===== src/rtl/ot_pkg.sv =====
// Package: shared types for the overtemperature flag latch.
// Assumes nothing beyond IEEE 1800-2017 enum support.
package ot_pkg;

    // Next-state action chosen for the sticky flag each cycle.
    typedef enum logic [1:0] {
        FLG_HOLD  = 2'd0,
        FLG_SET   = 2'd1,
        FLG_CLEAR = 2'd2
    } flag_action_e;

    // Meaning of the asserted indication at the pad.
    typedef enum logic {
        POL_ACT_LOW  = 1'b0,
        POL_ACT_HIGH = 1'b1
    } pad_pol_e;

endpackage


===== src/rtl/ot_setpoint_reg.sv =====
// Threshold register. Loads write data on a write enable.
// Assumes a synchronous active-low reset to RST_VAL.
module ot_setpoint_reg #(
    parameter int              SET_W   = 8,
    parameter logic [SET_W-1:0] RST_VAL = 8'h50
) (
    input  logic             clk,
    input  logic             rst_n,
    input  logic             we,
    input  logic [SET_W-1:0] wdata,
    output logic [SET_W-1:0] sp_q
);

    // Holds the threshold; a write takes effect from the next cycle.
    always_ff @(posedge clk) begin
        if (!rst_n) begin
            sp_q <= RST_VAL;
        end else if (we) begin
            sp_q <= wdata;
        end
    end

endmodule


===== src/rtl/ot_temp_cmp.sv =====
// Combinational hot detector. Flags a valid result on the temperature
// channel whose upper SET_W bits are strictly above the threshold.
// When the result is narrower than the threshold, it is zero-extended.
module ot_temp_cmp #(
    parameter int RES_W   = 10,
    parameter int SET_W   = 8,
    parameter int CH_W    = 2,
    parameter int TEMP_CH = 0
) (
    input  logic             vld,
    input  logic [CH_W-1:0]  chan,
    input  logic [RES_W-1:0] data,
    input  logic [SET_W-1:0] sp,
    output logic             hot
);

    localparam logic [CH_W-1:0] TEMP_ID = CH_W'(TEMP_CH);

    logic [SET_W-1:0] upper;
    logic             is_temp;

    // Picks the compared field according to the relative widths.
    generate
        if (RES_W >= SET_W) begin : g_trunc
            assign upper = data[RES_W-1 -: SET_W];
        end else begin : g_extend
            assign upper = {{(SET_W-RES_W){1'b0}}, data};
        end
    endgenerate

    // Qualifies the result by strobe and channel, then compares.
    always_comb begin
        is_temp = vld && (chan == TEMP_ID);
        hot     = is_temp && (upper > sp);
    end

endmodule


===== src/rtl/ot_flag_ctl.sv =====
// Sticky flag. Set by a hot result and cleared by a read-done strobe.
// If both arrive in one cycle, the set wins.
module ot_flag_ctl
    import ot_pkg::*;
(
    input  logic clk,
    input  logic rst_n,
    input  logic hot,
    input  logic rd_done,
    output logic flag_q
);

    flag_action_e act;

    // Chooses the action; the set condition has priority over the clear.
    always_comb begin
        if (hot) begin
            act = FLG_SET;
        end else if (rd_done) begin
            act = FLG_CLEAR;
        end else begin
            act = FLG_HOLD;
        end
    end

    // Applies the action to the flag register.
    always_ff @(posedge clk) begin
        if (!rst_n) begin
            flag_q <= 1'b0;
        end else begin
            case (act)
                FLG_SET:   flag_q <= 1'b1;
                FLG_CLEAR: flag_q <= 1'b0;
                default:   flag_q <= flag_q;
            endcase
        end
    end

endmodule


===== src/rtl/ot_pad_drv.sv =====
// Open-drain pad control. Maps the flag to a pull-low enable according
// to the selected polarity. Never asks the pad to drive high.
module ot_pad_drv
    import ot_pkg::*;
(
    input  logic flag,
    input  logic act_high,
    output logic pull_low
);

    pad_pol_e pol;

    // Pulls low when the flag is set (active-low) or clear (active-high).
    always_comb begin
        pol = pad_pol_e'(act_high);
        if (pol == POL_ACT_LOW) begin
            pull_low = flag;
        end else begin
            pull_low = !flag;
        end
    end

endmodule


===== src/rtl/ot_flag_top.sv =====
// Top of the overtemperature flag latch. Wires the threshold register,
// the hot detector, the sticky flag and the pad control together.
// Assumes one-cycle strobes on res_vld and rd_done, synchronous to clk.
module ot_flag_top #(
    parameter int RES_W   = 10,
    parameter int SET_W   = 8,
    parameter int CH_W    = 2,
    parameter int TEMP_CH = 0,
    parameter logic [SET_W-1:0] SP_RST = 8'h50
) (
    input  logic             clk,
    input  logic             rst_n,
    input  logic             res_vld,
    input  logic [CH_W-1:0]  res_chan,
    input  logic [RES_W-1:0] res_data,
    input  logic             sp_we,
    input  logic [SET_W-1:0] sp_wdata,
    input  logic             rd_done,
    input  logic             cfg_act_high,
    output logic             ot_pull_low
);

    logic [SET_W-1:0] sp_q;
    logic             hot;
    logic             flag_q;

    ot_setpoint_reg #(
        .SET_W   (SET_W),
        .RST_VAL (SP_RST)
    ) u_sp (
        .clk   (clk),
        .rst_n (rst_n),
        .we    (sp_we),
        .wdata (sp_wdata),
        .sp_q  (sp_q)
    );

    ot_temp_cmp #(
        .RES_W   (RES_W),
        .SET_W   (SET_W),
        .CH_W    (CH_W),
        .TEMP_CH (TEMP_CH)
    ) u_cmp (
        .vld  (res_vld),
        .chan (res_chan),
        .data (res_data),
        .sp   (sp_q),
        .hot  (hot)
    );

    ot_flag_ctl u_flag (
        .clk     (clk),
        .rst_n   (rst_n),
        .hot     (hot),
        .rd_done (rd_done),
        .flag_q  (flag_q)
    );

    ot_pad_drv u_pad (
        .flag     (flag_q),
        .act_high (cfg_act_high),
        .pull_low (ot_pull_low)
    );

endmodule


===== config.mk =====
export PLATFORM = sky130hd
export DESIGN_NAME = ot_flag_top
export DESIGN_NICKNAME = d
export VERILOG_FILES = /design/src/rtl/ot_pkg.sv /design/src/rtl/ot_setpoint_reg.sv /design/src/rtl/ot_temp_cmp.sv /design/src/rtl/ot_flag_ctl.sv /design/src/rtl/ot_pad_drv.sv /design/src/rtl/ot_flag_top.sv
export SDC_FILE = /design/constraint.sdc
export NUM_CORES = 1
export LEC_CHECK = 0
export ABC_CLOCK_PERIOD_IN_PS = 3900
export BUFFER_PORTS_ARGS = -buffer_cell sky130_fd_sc_hd__buf_2
export CAP_MARGIN = 20
export CORE_UTILIZATION = 30
export DETAILED_ROUTE_END_ITERATION = 8
export PLACE_DENSITY = 0.57
export SYNTH_ARGS = -nofsm -noshare
export SYNTH_HDL_FRONTEND = slang
export SYNTH_HIERARCHICAL = 1
export SYNTH_SLANG_ARGS = --single-unit

===== constraint.sdc =====
create_clock -name clk -period 3.9 [get_ports clk]
set_input_delay 0.195 -clock clk [delete_from_list [all_inputs] [get_ports clk]]
set_output_delay 0.195 -clock clk [all_outputs]
set_load 0.005 [all_outputs]

Word level (Yosys, flattened, before mapping). Index checks and enable logic that the tools add are counted.

Flip-flop bits (word level): 9. Bits in latches: 0. Bits in writable memories: 0. Bits in read-only memories: 0. Input port bits: 26. Output and inout bits: 1. Logic and storage cells: 14. Memories kept: 0.

Add/sub/neg operators: 0. Multiply operators: 0. Divide/modulo/power cells: 0. $lt $le $gt $ge: 1. Equal/unequal tests: 2. Shifts and indexed selects: 0. Muxes and demuxes: 4. Bitwise gates (word level): 0. Reductions and logical operators: 5.

Operator list (number): > comparator 8 bit (1); two-way mux 2 bit (2); equality test 2 x 1 -> 1 bit (second input constant) (1); equality test 2 bit (second input constant) (1); logical AND 1 bit (2); logical NOT 2 bit (1); one-hot mux 1 bit (2 select lines) (1); nonzero test 2 bit (1); logical NOT 1 bit (1); two-way mux 1 bit (1).

Logic depth before layout (Yosys ltp). Gate-level depths: netlist of the first run.

Word-level depth: 6. Mapped depth: 7. Gate-level depth less buffers: 7.

Hierarchy. The synthesis of the first run kept the hierarchy.

By module, submodules not included: ot_setpoint_reg (instances 1, cells an instance 25, area an instance 296.5 µm², sequential area each 160.2 µm²); ot_temp_cmp (instances 1, cells an instance 29, area an instance 225.2 µm², sequential area each 0.0 µm²); ot_flag_ctl (instances 1, cells an instance 3, area an instance 41.3 µm², sequential area each 20.0 µm²); ot_pad_drv (instances 1, cells an instance 1, area an instance 8.8 µm², sequential area each 0.0 µm²).

Least setup slack after synthesis of the first run. Ideal clock, no wire load.

Kind: register -> register. Start: reg u_sp.sp_q[1]. End: reg u_flag.flag_q. Setup time: 115 ps. Data arrival time: 1252 ps. Required time: 3785 ps. Path slack: 2533 ps. Cell stages (with the launch flop): 8. Buffers on the path: 0. Clock period less this slack: 1367 ps. Cell sequence: dfxtp_1 -> inv_1 -> ha_1 -> nor2b_1 -> o211ai_2 -> a21oi_1 -> o21a_1 -> o21a_1.

Word-level cells in the longest chain between the ends: 5. Elaborated cells on any way between the ends: 7. Those cells by class: 1 x order compare; 2 x eq/ne; 2 x mux; 2 x reduce/logical.

RTL lines: from (decl) (line ot_setpoint_reg.sv:11) `output logic [SET_W-1:0] sp_q`; from (signal assigned) (line ot_setpoint_reg.sv:19) `sp_q <= wdata;`; > comparator 8 bit (*) (line ot_temp_cmp.sv:34) `hot = is_temp && (upper > sp);`; logical AND 1 bit (*) (line ot_temp_cmp.sv:34); via hot (line ot_flag_top.sv:24) `logic hot;`; two-way mux 2 bit (*) (line ot_flag_ctl.sv:17) `if (hot) begin`; equality test 2 bit / equality test 2 x 1 -> 1 bit (equally long branches) (line ot_flag_ctl.sv:31) `case (act)`; one-hot mux 1 bit (2 select lines) / nonzero test 2 bit (equally long branches); to (signal assigned) (line ot_flag_ctl.sv:34) `default: flag_q <= flag_q;`; to (decl) (line ot_flag_ctl.sv:10) `output logic flag_q`.

The timed path passes the listed nets; every way through them passes the cells marked *. A chain may end at the register's enable or synchronous reset.

Worst setup path in the final report of the first run. Ends and elaborated chain as after synthesis.

==> results of run 1 <==
-- through the flow --
stage	std cells	cell area (sq um)
after floorplan	58	572
final	110	738
after global placement	106	712
after global routing	110	738
after detailed placement	106	712
after CTS	110	738
-- layout by cell type (no fill, tap or decap), drive strengths merged --
cell,n
nor2b,8
o21ai,1
buf,24
clkbuf,4
o21a,2
inv,8
mux2i,8
nand2,3
nor2,1
nand4,2
ha,8
a21oi,4
nor4b,1
o211ai,1
xor2,1
dfxtp,9
-- kinds of logic (layout without fill, tap and decap cells) --
kind of cell	Yosys count	count (layout)	synth area share [%]
compound gates	8	8	9.19
fa+ha+maj	8	8	17.5
flops	9	9	31.5
xor+xnor	1	1	1.53
mux	8	8	14.0
buf+inv	9	36	7.22
simple gates	15	15	19.0
-- per-layer routing --
metal	share of wire [%]	up-vias	global-route usage (%)
met4	1.3	0	7.27
li1	-	250	-
met1	45	202	14.2
met3	5.7	2	3.57
met5	0	-	0
met2	48	15	17.4
-- final timing paths --
check | end | startpoint | cells past startpoint | slack, ps
max | u_flag/flag_q | u_sp/sp_q[1] | 7 | 2480
min | u_sp/sp_q[6] | sp_wdata[6] | 3 | 150
max reg2reg | u_flag/flag_q | u_sp/sp_q[1] | 7 | 2480
min reg2reg | u_sp/sp_q[6] | u_sp/sp_q[6] | 2 | 480
-- layout make-up --
cell class                 instances  area share (%)
inverter                           8            4.07
timing repair buffer              24            16.3
tap                               25            4.24
sequential                         9            24.4
clock buffer                       4            3.56
multi-input combinational         40            47.5
-- flip-flops by register name, summed over array words and instances, names as in the netlist --
| register | count |
|---|---|
| u_flag/flag_q | 1 |
| u_sp/sp_q | 8 |
-- power by group through the flow --
stage	Sequential, W	Combinational (W)	Clock, W
2_1_floorplan	0.000101	0.0000299	0
3_3_place_gp	0.000102	0.0000459	0
3_5_place_dp	0.000102	0.0000470	0
4_1_cts	0.0000998	0.0000474	0.0000763
5_1_grt	0.000100	0.0000532	0.0000820
6_report	0.0000997	0.0000462	0.0000731
-- critical path, stage by stage, from the launching register on --
cell and delay, ps:
dfxtp_1 330, inv_1 40, ha_1 280, nor2b_1 140, o211ai_2 130, a21oi_1 80, o21a_1 170, o21a_1 170
==> results_dict.tcl, run 1 <==
set metrics [dict create \
    ioPinCount 27 \
    cap_violations 0 \
    cts_hold_buf 0 \
    rows 15 \
    p_int_w 0.000162 \
    critical_path_class "reg2reg" \
    drive_gt1_share_pct 37.6 \
    cts_buffer_depth 2 \
    synth_area_leaders "dfxtp_1 (32%), ha_1 (18%), mux2i_1 (14%)" \
    fmax_mhz 702 \
    setup_slack_ps 2480 \
    path_max_fanout 2 \
    routed_wl_microns 987 \
    skew_ps 3.81 \
    p_seq_share_pct 45.5 \
    multi_input_area_sq_um 350 \
    drv_slew 0 \
    p_total_w 0.000219 \
    synth_top_area_share_pct 31.5 \
    cp.arrival_ps 1580 \
    nFillCells 201 \
    vias_per_cell 4.26 \
    start_util_pct 32.4 \
    required_ps 4060 \
    antenna_left 0 \
    area_delta_synth_final_pct 29.1 \
    fin_crit_ps 1420 \
    design.core.area_sq_um 1760 \
    regArea_sq_um 180 \
    drtPass1Iterations 2 \
    hold_violations 0 \
    ys.warnings.count 6 \
    synth-edff-count 0 \
    cts_root_buf "clkbuf_4" \
    switching_share_pct 26.1 \
    port_buffers 24 \
    vias 469 \
    async_flop_share_pct 0 \
    syn_area_per_cell_sq_um 9.86 \
    relSlewSlack_pct 84.1 \
    drtIter0Drc 4 \
    combPwrFrac_pct 21.1 \
    synth_commonest_cells "dfxtp_1 (9), ha_1 (8), inv_1 (8), mux2i_1 (8), nor2b_1 (7)" \
    setup_viol 0 \
    path_clk_slew_ps 70 \
    diodes 0 \
    synth.distinct_cells 17 \
    nets 120 \
    utilization_pct 41.8 \
    clk_latency_ps 260 \
    synth.net_count 92 \
    fp.dieH_microns 45.7 \
    cts_max_level 1 \
    post_cts_buffers 0 \
    grt_setup_unrepaired "no" \
    grt_max_degree 10 \
    p_switching_w 0.0000572 \
    grt_pass1_vias 424 \
    fin_setup_tns_ps 0 \
    yosysSeqAreaShare_pct 31.5 \
    place_ws_ps 2470 \
    max-vdd-ir-drop_mv 0.164 \
    hpwl_microns 833 \
    antenna_found_initial 0 \
    synth_area_sq_um 572 \
    cts_buffers 3 \
    synth-seq-cells 9 \
    post-route-period-util_pct 36.5 \
    p_leak_nw 0.376 \
    tightestPinTransition_ps 238 \
    die_area_sq_um 2080 \
    ys.flop_type "dfxtp_1" \
    power_density_nw_per_um2 297 \
    clkSinkCount 9 \
    cts-resized-gates 0 \
    dieWidth_microns 45.7 \
    drc 0 \
    track_usage_pct 11.6 \
    grt_pass1_wl_microns 1660 \
    crit_path_end_kind "flop" \
    cp-start-kind "flop" \
    place.gp.congestion 0.703 \
    hold_class "in2reg" \
    p_clk_share_pct 33.4 \
    whs_ps 155 \
    syn_inst 58 \
    gr-total-overflow 0 \
    cts_tree "yes" \
    synth_area_leader_cell "dfxtp_1" \
    wl_per_cell_microns 8.97 \
    synth_most_common_cell "dfxtp_1" \
    status "completed" \
]
No activity file was read; power rests on OpenSTA's default activity.
==> inputs of run 2 (changes only) <==
--- a/config.mk
+++ b/config.mk
@@ -5,12 +5,12 @@
 export SDC_FILE = /design/constraint.sdc
 export NUM_CORES = 1
 export LEC_CHECK = 0
-export ABC_CLOCK_PERIOD_IN_PS = 3900
+export ABC_CLOCK_PERIOD_IN_PS = 1300
 export BUFFER_PORTS_ARGS = -buffer_cell sky130_fd_sc_hd__buf_2
 export CAP_MARGIN = 20
 export CORE_UTILIZATION = 30
 export DETAILED_ROUTE_END_ITERATION = 8
-export PLACE_DENSITY = 0.57
+export PLACE_DENSITY = 0.59
 export SYNTH_ARGS = -nofsm -noshare
 export SYNTH_HDL_FRONTEND = slang
 export SYNTH_HIERARCHICAL = 1
==> constraint.sdc (replaced) <==
create_clock -name clk -period 1.3 [get_ports clk]
set_input_delay 0.065 -clock clk [delete_from_list [all_inputs] [get_ports clk]]
set_output_delay 0.065 -clock clk [all_outputs]
set_load 0.005 [all_outputs]
==> results_dict.tcl, run 2 (synthesis results as in run 1) <==
set metrics [dict create \
    diodes 0 \
    routed_wl_microns 1210 \
    hold_violations 0 \
    layout_common_cells "buf_2 (24), ha_4 (8), mux2i_1 (8), dfxtp_2 (8)" \
    critical_path_class "reg2reg" \
    fmax_mhz 753 \
    cp-start-kind "flop" \
    status "finished with violations" \
    crit_top_cell "o21a_1" \
    worst_path_largest_cell_delay_ps 330 \
    area_delta_synth_final_pct 52.3 \
    relSlewSlack_pct 83.4 \
    whs_ps 24.9 \
    utilization_pct 49.4 \
    vias 484 \
    antenna_found_initial 0 \
    antenna_left 0 \
    grt_pass1_vias 491 \
    crit_buf_inv 1 \
    track_usage_pct 13.9 \
    cts_buffer_depth 2 \
    hold_depth 3 \
    ff2ff_path_depth 7 \
    cts_tree "yes" \
    cap_violations 0 \
    vias_per_cell 4.32 \
    max-vdd-ir-drop_mv 0.581 \
    path_max_fanout 2 \
    cts_max_level 1 \
    die_area_sq_um 2080 \
    timing.critical_path.cells "inv_2 -> ha_4 -> nor2b_4 -> o211ai_2 -> a21oi_1 -> o21a_1 -> o21a_1" \
    timing.rr.end "u_flag/flag_q" \
    power_density_nw_per_um2 807 \
    final_common_cell "buf_2" \
    hpwl_microns 876 \
    hold_class "in2reg" \
    setup_slack_ps -27.3 \
    holdPathEnd "u_sp/sp_q[6]" \
    design.core.area_sq_um 1760 \
    cp.arrival_ps 1470 \
    port_buffers 24 \
    crit_family "compound AO/OA/AOI/OAI gates" \
    clk_latency_ps 250 \
    min-delay-start "sp_wdata[6]" \
    dieWidth_microns 45.7 \
    gr-total-overflow 0 \
    grt_setup_unrepaired "yes" \
    failed_checks "setup timing" \
    grt_pass1_wl_microns 2050 \
    cts_hold_buf 0 \
    tightestPinTransition_ps 249 \
    p_leak_nw 0.392 \
    fin_crit_ps 1330 \
    regMostFlops "u_sp/sp_q" \
    start_util_pct 32.4 \
    cts_buffers 3 \
    place_ws_ps -127 \
    wl_per_cell_microns 10.8 \
    setup_viol 1 \
    grt_max_degree 10 \
    fp.dieH_microns 45.7 \
    biggestRegsByFlops "u_sp/sp_q (8), u_flag/flag_q (1)" \
    path_clk_slew_ps 60 \
    rows 15 \
    r2r_setup_slack_ps -30 \
    r2r_start "u_sp/sp_q[1]" \
    drtPass1Iterations 3 \
    cp_slowest_cell "dfxtp_2" \
    nets 122 \
    clkSinkCount 9 \
    cts_root_buf "clkbuf_4" \
    drv_slew 0 \
    drive_gt1_share_pct 65.5 \
    place.gp.congestion 0.633 \
    drtIter0Drc 1 \
    crit_path_end_kind "flop" \
    ioPinCount 27 \
    drc 0 \
    skew_ps 2.50 \
    required_ps 1450 \
    post-route-period-util_pct 102 \
    largest_reg_flops 8 \
]
run 2: cell count changes in the layout (fill, tap and decap cells not counted):
cell,previous run,this run
buf_4,0,2
dfxtp_1,9,1
dfxtp_2,0,8
ha_1,8,0
ha_4,0,8
inv_1,8,2
inv_2,0,6
nor2b_1,7,6
nor2b_4,1,2
run 2: worst max-delay path by stage:
stage	from	to	slack, ps	depth (start not counted)
global route	u_sp/sp_q[1]	u_flag/flag_q	-100	7
floorplan	u_sp/sp_q[1]	u_flag/flag_q	-60	7
finish	u_sp/sp_q[1]	u_flag/flag_q	-30	7
CTS	u_sp/sp_q[3]	u_flag/flag_q	-40	7
detailed placement	u_sp/sp_q[1]	u_flag/flag_q	-130	7
global placement	u_sp/sp_q[1]	u_flag/flag_q	-90	7
run 2: final cells by class:
cell class,count,area [sq um]
sequential,9,190
tap,25,31.3
clock buffer,4,26.3
inverter,8,30.0
multi-input combinational,40,458
timing repair buffer,26,135
fill,185,893
run 2: tightest hold or removal path, delay by kind of cell:
kind	cells	cell delay [ps]
buffers and inverters	1	70
muxes	1	50
and+or+nand+nor	1	60
run 2: metrics by stage:
step / cell area, sq um / std cells / power [W] / setup TNS, ps
2_1_floorplan: 579 / 58 / 0.000398 / -63.1
3_3_place_gp: 727 / 107 / 0.000450 / -92.3
3_5_place_dp: 727 / 107 / 0.000455 / -127
4_1_cts: 871 / 112 / 0.000711 / -41.9
5_1_grt: 871 / 112 / 0.000754 / -95.6
6_report: 871 / 112 / 0.000703 / -27.3
run 2: repair_timing:
action                                  CTS  global route
gates resized for setup                  22             0
buffers inserted                          1             0
pin swaps                                 4             2
endpoints found under the setup margin    1             1
run 2: metal layers:
layer / track usage [%] / wire length [microns]
met1: 19.1 / 601
met2: 20.9 / 552
met3: 1.59 / 51
met4: 7.27 / 0
met5: 0 / 0
run 2: power by group:
group,internal (W),switching [W],total [W]
registers,0.000295,0.0000107,0.000305
clock network,0.000118,0.0000907,0.000209
logic,0.000108,0.0000816,0.000189
total,0.000520,0.000183,0.000703
==> inputs of run 3 (changes only) <==
--- a/config.mk
+++ b/config.mk
@@ -5,9 +5,9 @@
 export SDC_FILE = /design/constraint.sdc
 export NUM_CORES = 1
 export LEC_CHECK = 0
-export ABC_CLOCK_PERIOD_IN_PS = 1300
 export BUFFER_PORTS_ARGS = -buffer_cell sky130_fd_sc_hd__buf_2
 export CAP_MARGIN = 20
+export CORE_ASPECT_RATIO = 0.8
 export CORE_UTILIZATION = 30
 export DETAILED_ROUTE_END_ITERATION = 8
 export PLACE_DENSITY = 0.59
==> results_dict.tcl, run 3 (synthesis results as in run 1) <==
set metrics [dict create \
    ff2ff_path_depth 7 \
    setup_viol 1 \
    diodes 0 \
    fin_crit_ps 1360 \
    max-vdd-ir-drop_mv 0.389 \
    fmax_mhz 734 \
    met2_length_microns 538 \
    biggestRegsByFlops "u_sp/sp_q (8), u_flag/flag_q (1)" \
    fp.dieH_microns 41.1 \
    relSlewSlack_pct 84.0 \
    design.core.area_sq_um 1710 \
    regMostFlops "u_sp/sp_q" \
    rows 13 \
    cts_tree "yes" \
    route.met3.wl_microns 72 \
    skew_ps 0.881 \
    gr-total-overflow 0 \
    min-delay-start "sp_wdata[6]" \
    hpwl_microns 871 \
    drv_slew 0 \
    crit_family "simple AND/OR/NAND/NOR gates" \
    crit_buf_inv 1 \
    hold_violations 0 \
    path_max_fanout 3 \
    grt_max_degree 10 \
    maxUsedRoutingLayer "met4" \
    clk_latency_ps 250 \
    dieWidth_microns 50.8 \
    grt_pass1_vias 490 \
    wl_per_cell_microns 11.4 \
    cts_root_buf "clkbuf_4" \
    drtPass1Iterations 4 \
    largest_reg_flops 8 \
    vias_per_cell 4.58 \
    grt_setup_unrepaired "yes" \
    cts_buffers 3 \
    whs_ps 25.5 \
    antenna_left 0 \
    crit_top_cell "o21a_1" \
    area_delta_synth_final_pct 51.2 \
    post-route-period-util_pct 105 \
    antenna_found_initial 0 \
    placed_area_sq_um 716 \
    nets 122 \
    cap_violations 0 \
    r2r_start "u_sp/sp_q[7]" \
    cp_slowest_cell "dfxtp_2" \
    cts_hold_buf 0 \
    grt_pass1_wl_microns 2100 \
    drive_gt1_share_pct 59.8 \
    cp-start-kind "flop" \
    required_ps 1500 \
    path_depth 7 \
    critical_path_class "reg2reg" \
    track_usage_pct 14.5 \
    p_total_w 0.000719 \
    status "finished with violations" \
    hold_depth 3 \
    clkSinkCount 9 \
    drtIter0Drc 3 \
    ioPinCount 27 \
    port_buffers 24 \
    p_leak_nw 0.389 \
    final_common_cell "buf_2" \
    met1_length_microns 619 \
    path_clk_slew_ps 60 \
    place.gp.congestion 0.742 \
    cts_max_level 1 \
    worstSetupStartpoint "u_sp/sp_q[7]" \
    failed_checks "setup timing" \
    die_area_sq_um 2090 \
    setup_slack_ps -62.0 \
    start_util_pct 33.5 \
    drc 0 \
    tightestPinTransition_ps 239 \
    worst_path_largest_cell_delay_ps 320 \
    vias 499 \
    cts_buffer_depth 2 \
    power_density_nw_per_um2 831 \
    crit_path_end_kind "flop" \
    hold_class "in2reg" \
    routed_wl_microns 1240 \
    layout_common_cells "buf_2 (24), mux2i_1 (8), ha_4 (7)" \
    cp.arrival_ps 1570 \
    timing.critical_path.cells "inv_1 -> ha_4 -> nand4_4 -> nor2_2 -> nor4b_2 -> o21a_1 -> o21a_1" \
    stdcell_area_sq_um 865 \
]
run 3: changes by cell type in the layout (fill, tap and decap cells not counted), moves of 2 or more:
cell,previous run,this run
inv_1,2,5
inv_2,6,3
dfxtp_1,1,3
dfxtp_2,8,6
run 3: layer usage:
| layer | vias up | track usage, % |
|---|---|---|
| met5 | - | 0 |
| met4 | 0 | 8.33 |
| met3 | 2 | 3.33 |
| met2 | 18 | 22.3 |
| met1 | 223 | 18.9 |
| li1 | 256 | - |
run 3: final cells by class:
class | count | area (sq um)
inverters | 8 | 30.0
fillers | 161 | 843
well taps | 22 | 27.5
multi-input cells | 40 | 458
clock buffers | 4 | 26.3
repair buffers | 26 | 135
flip-flops and latches | 9 | 188
run 3: repair_timing:
item / CTS / global route
pin swaps: 10 / 6
resized for setup: 16 / 2
buffers inserted: 2 / 0
endpoints found under the setup margin: 1 / 1
run 3: worst reg2reg max path: cells and delay by family (launching register included):
family | cells | cell delay (ps)
simple gates | 3 | 380
flops | 1 | 320
compound gates | 2 | 280
fa+ha+maj | 1 | 220
buf+inv | 1 | 90
run 3: final timing paths:
| check | slack (ps) | to |
|---|---|---|
| max | -60 | u_flag/flag_q |
| min | 30 | u_sp/sp_q[6] |
| min reg2reg | 460 | u_sp/sp_q[6] |
| max reg2reg | -60 | u_flag/flag_q |
run 3: power breakdown:
part	leakage [nW]	switching, W	internal [W]	total, W
Combinational	0.299	0.0000876	0.000112	0.000200
Sequential	0.0750	0.00000913	0.000294	0.000303
Clock	0.0150	0.0000978	0.000118	0.000216
Total	0.389	0.000195	0.000524	0.000719
run 3: through the flow:
stage               utilization (%)  setup slack, ps  std cells  setup TNS (ps)
floorplan                         -            -63.1         58           -63.1
global placement               41.9             -112        103            -112
detailed placement             41.9             -133        103            -133
CTS                            49.9            -88.9        109           -88.9
global route                   50.6             -106        109            -106
finish                         50.6            -62.0        109           -62.0
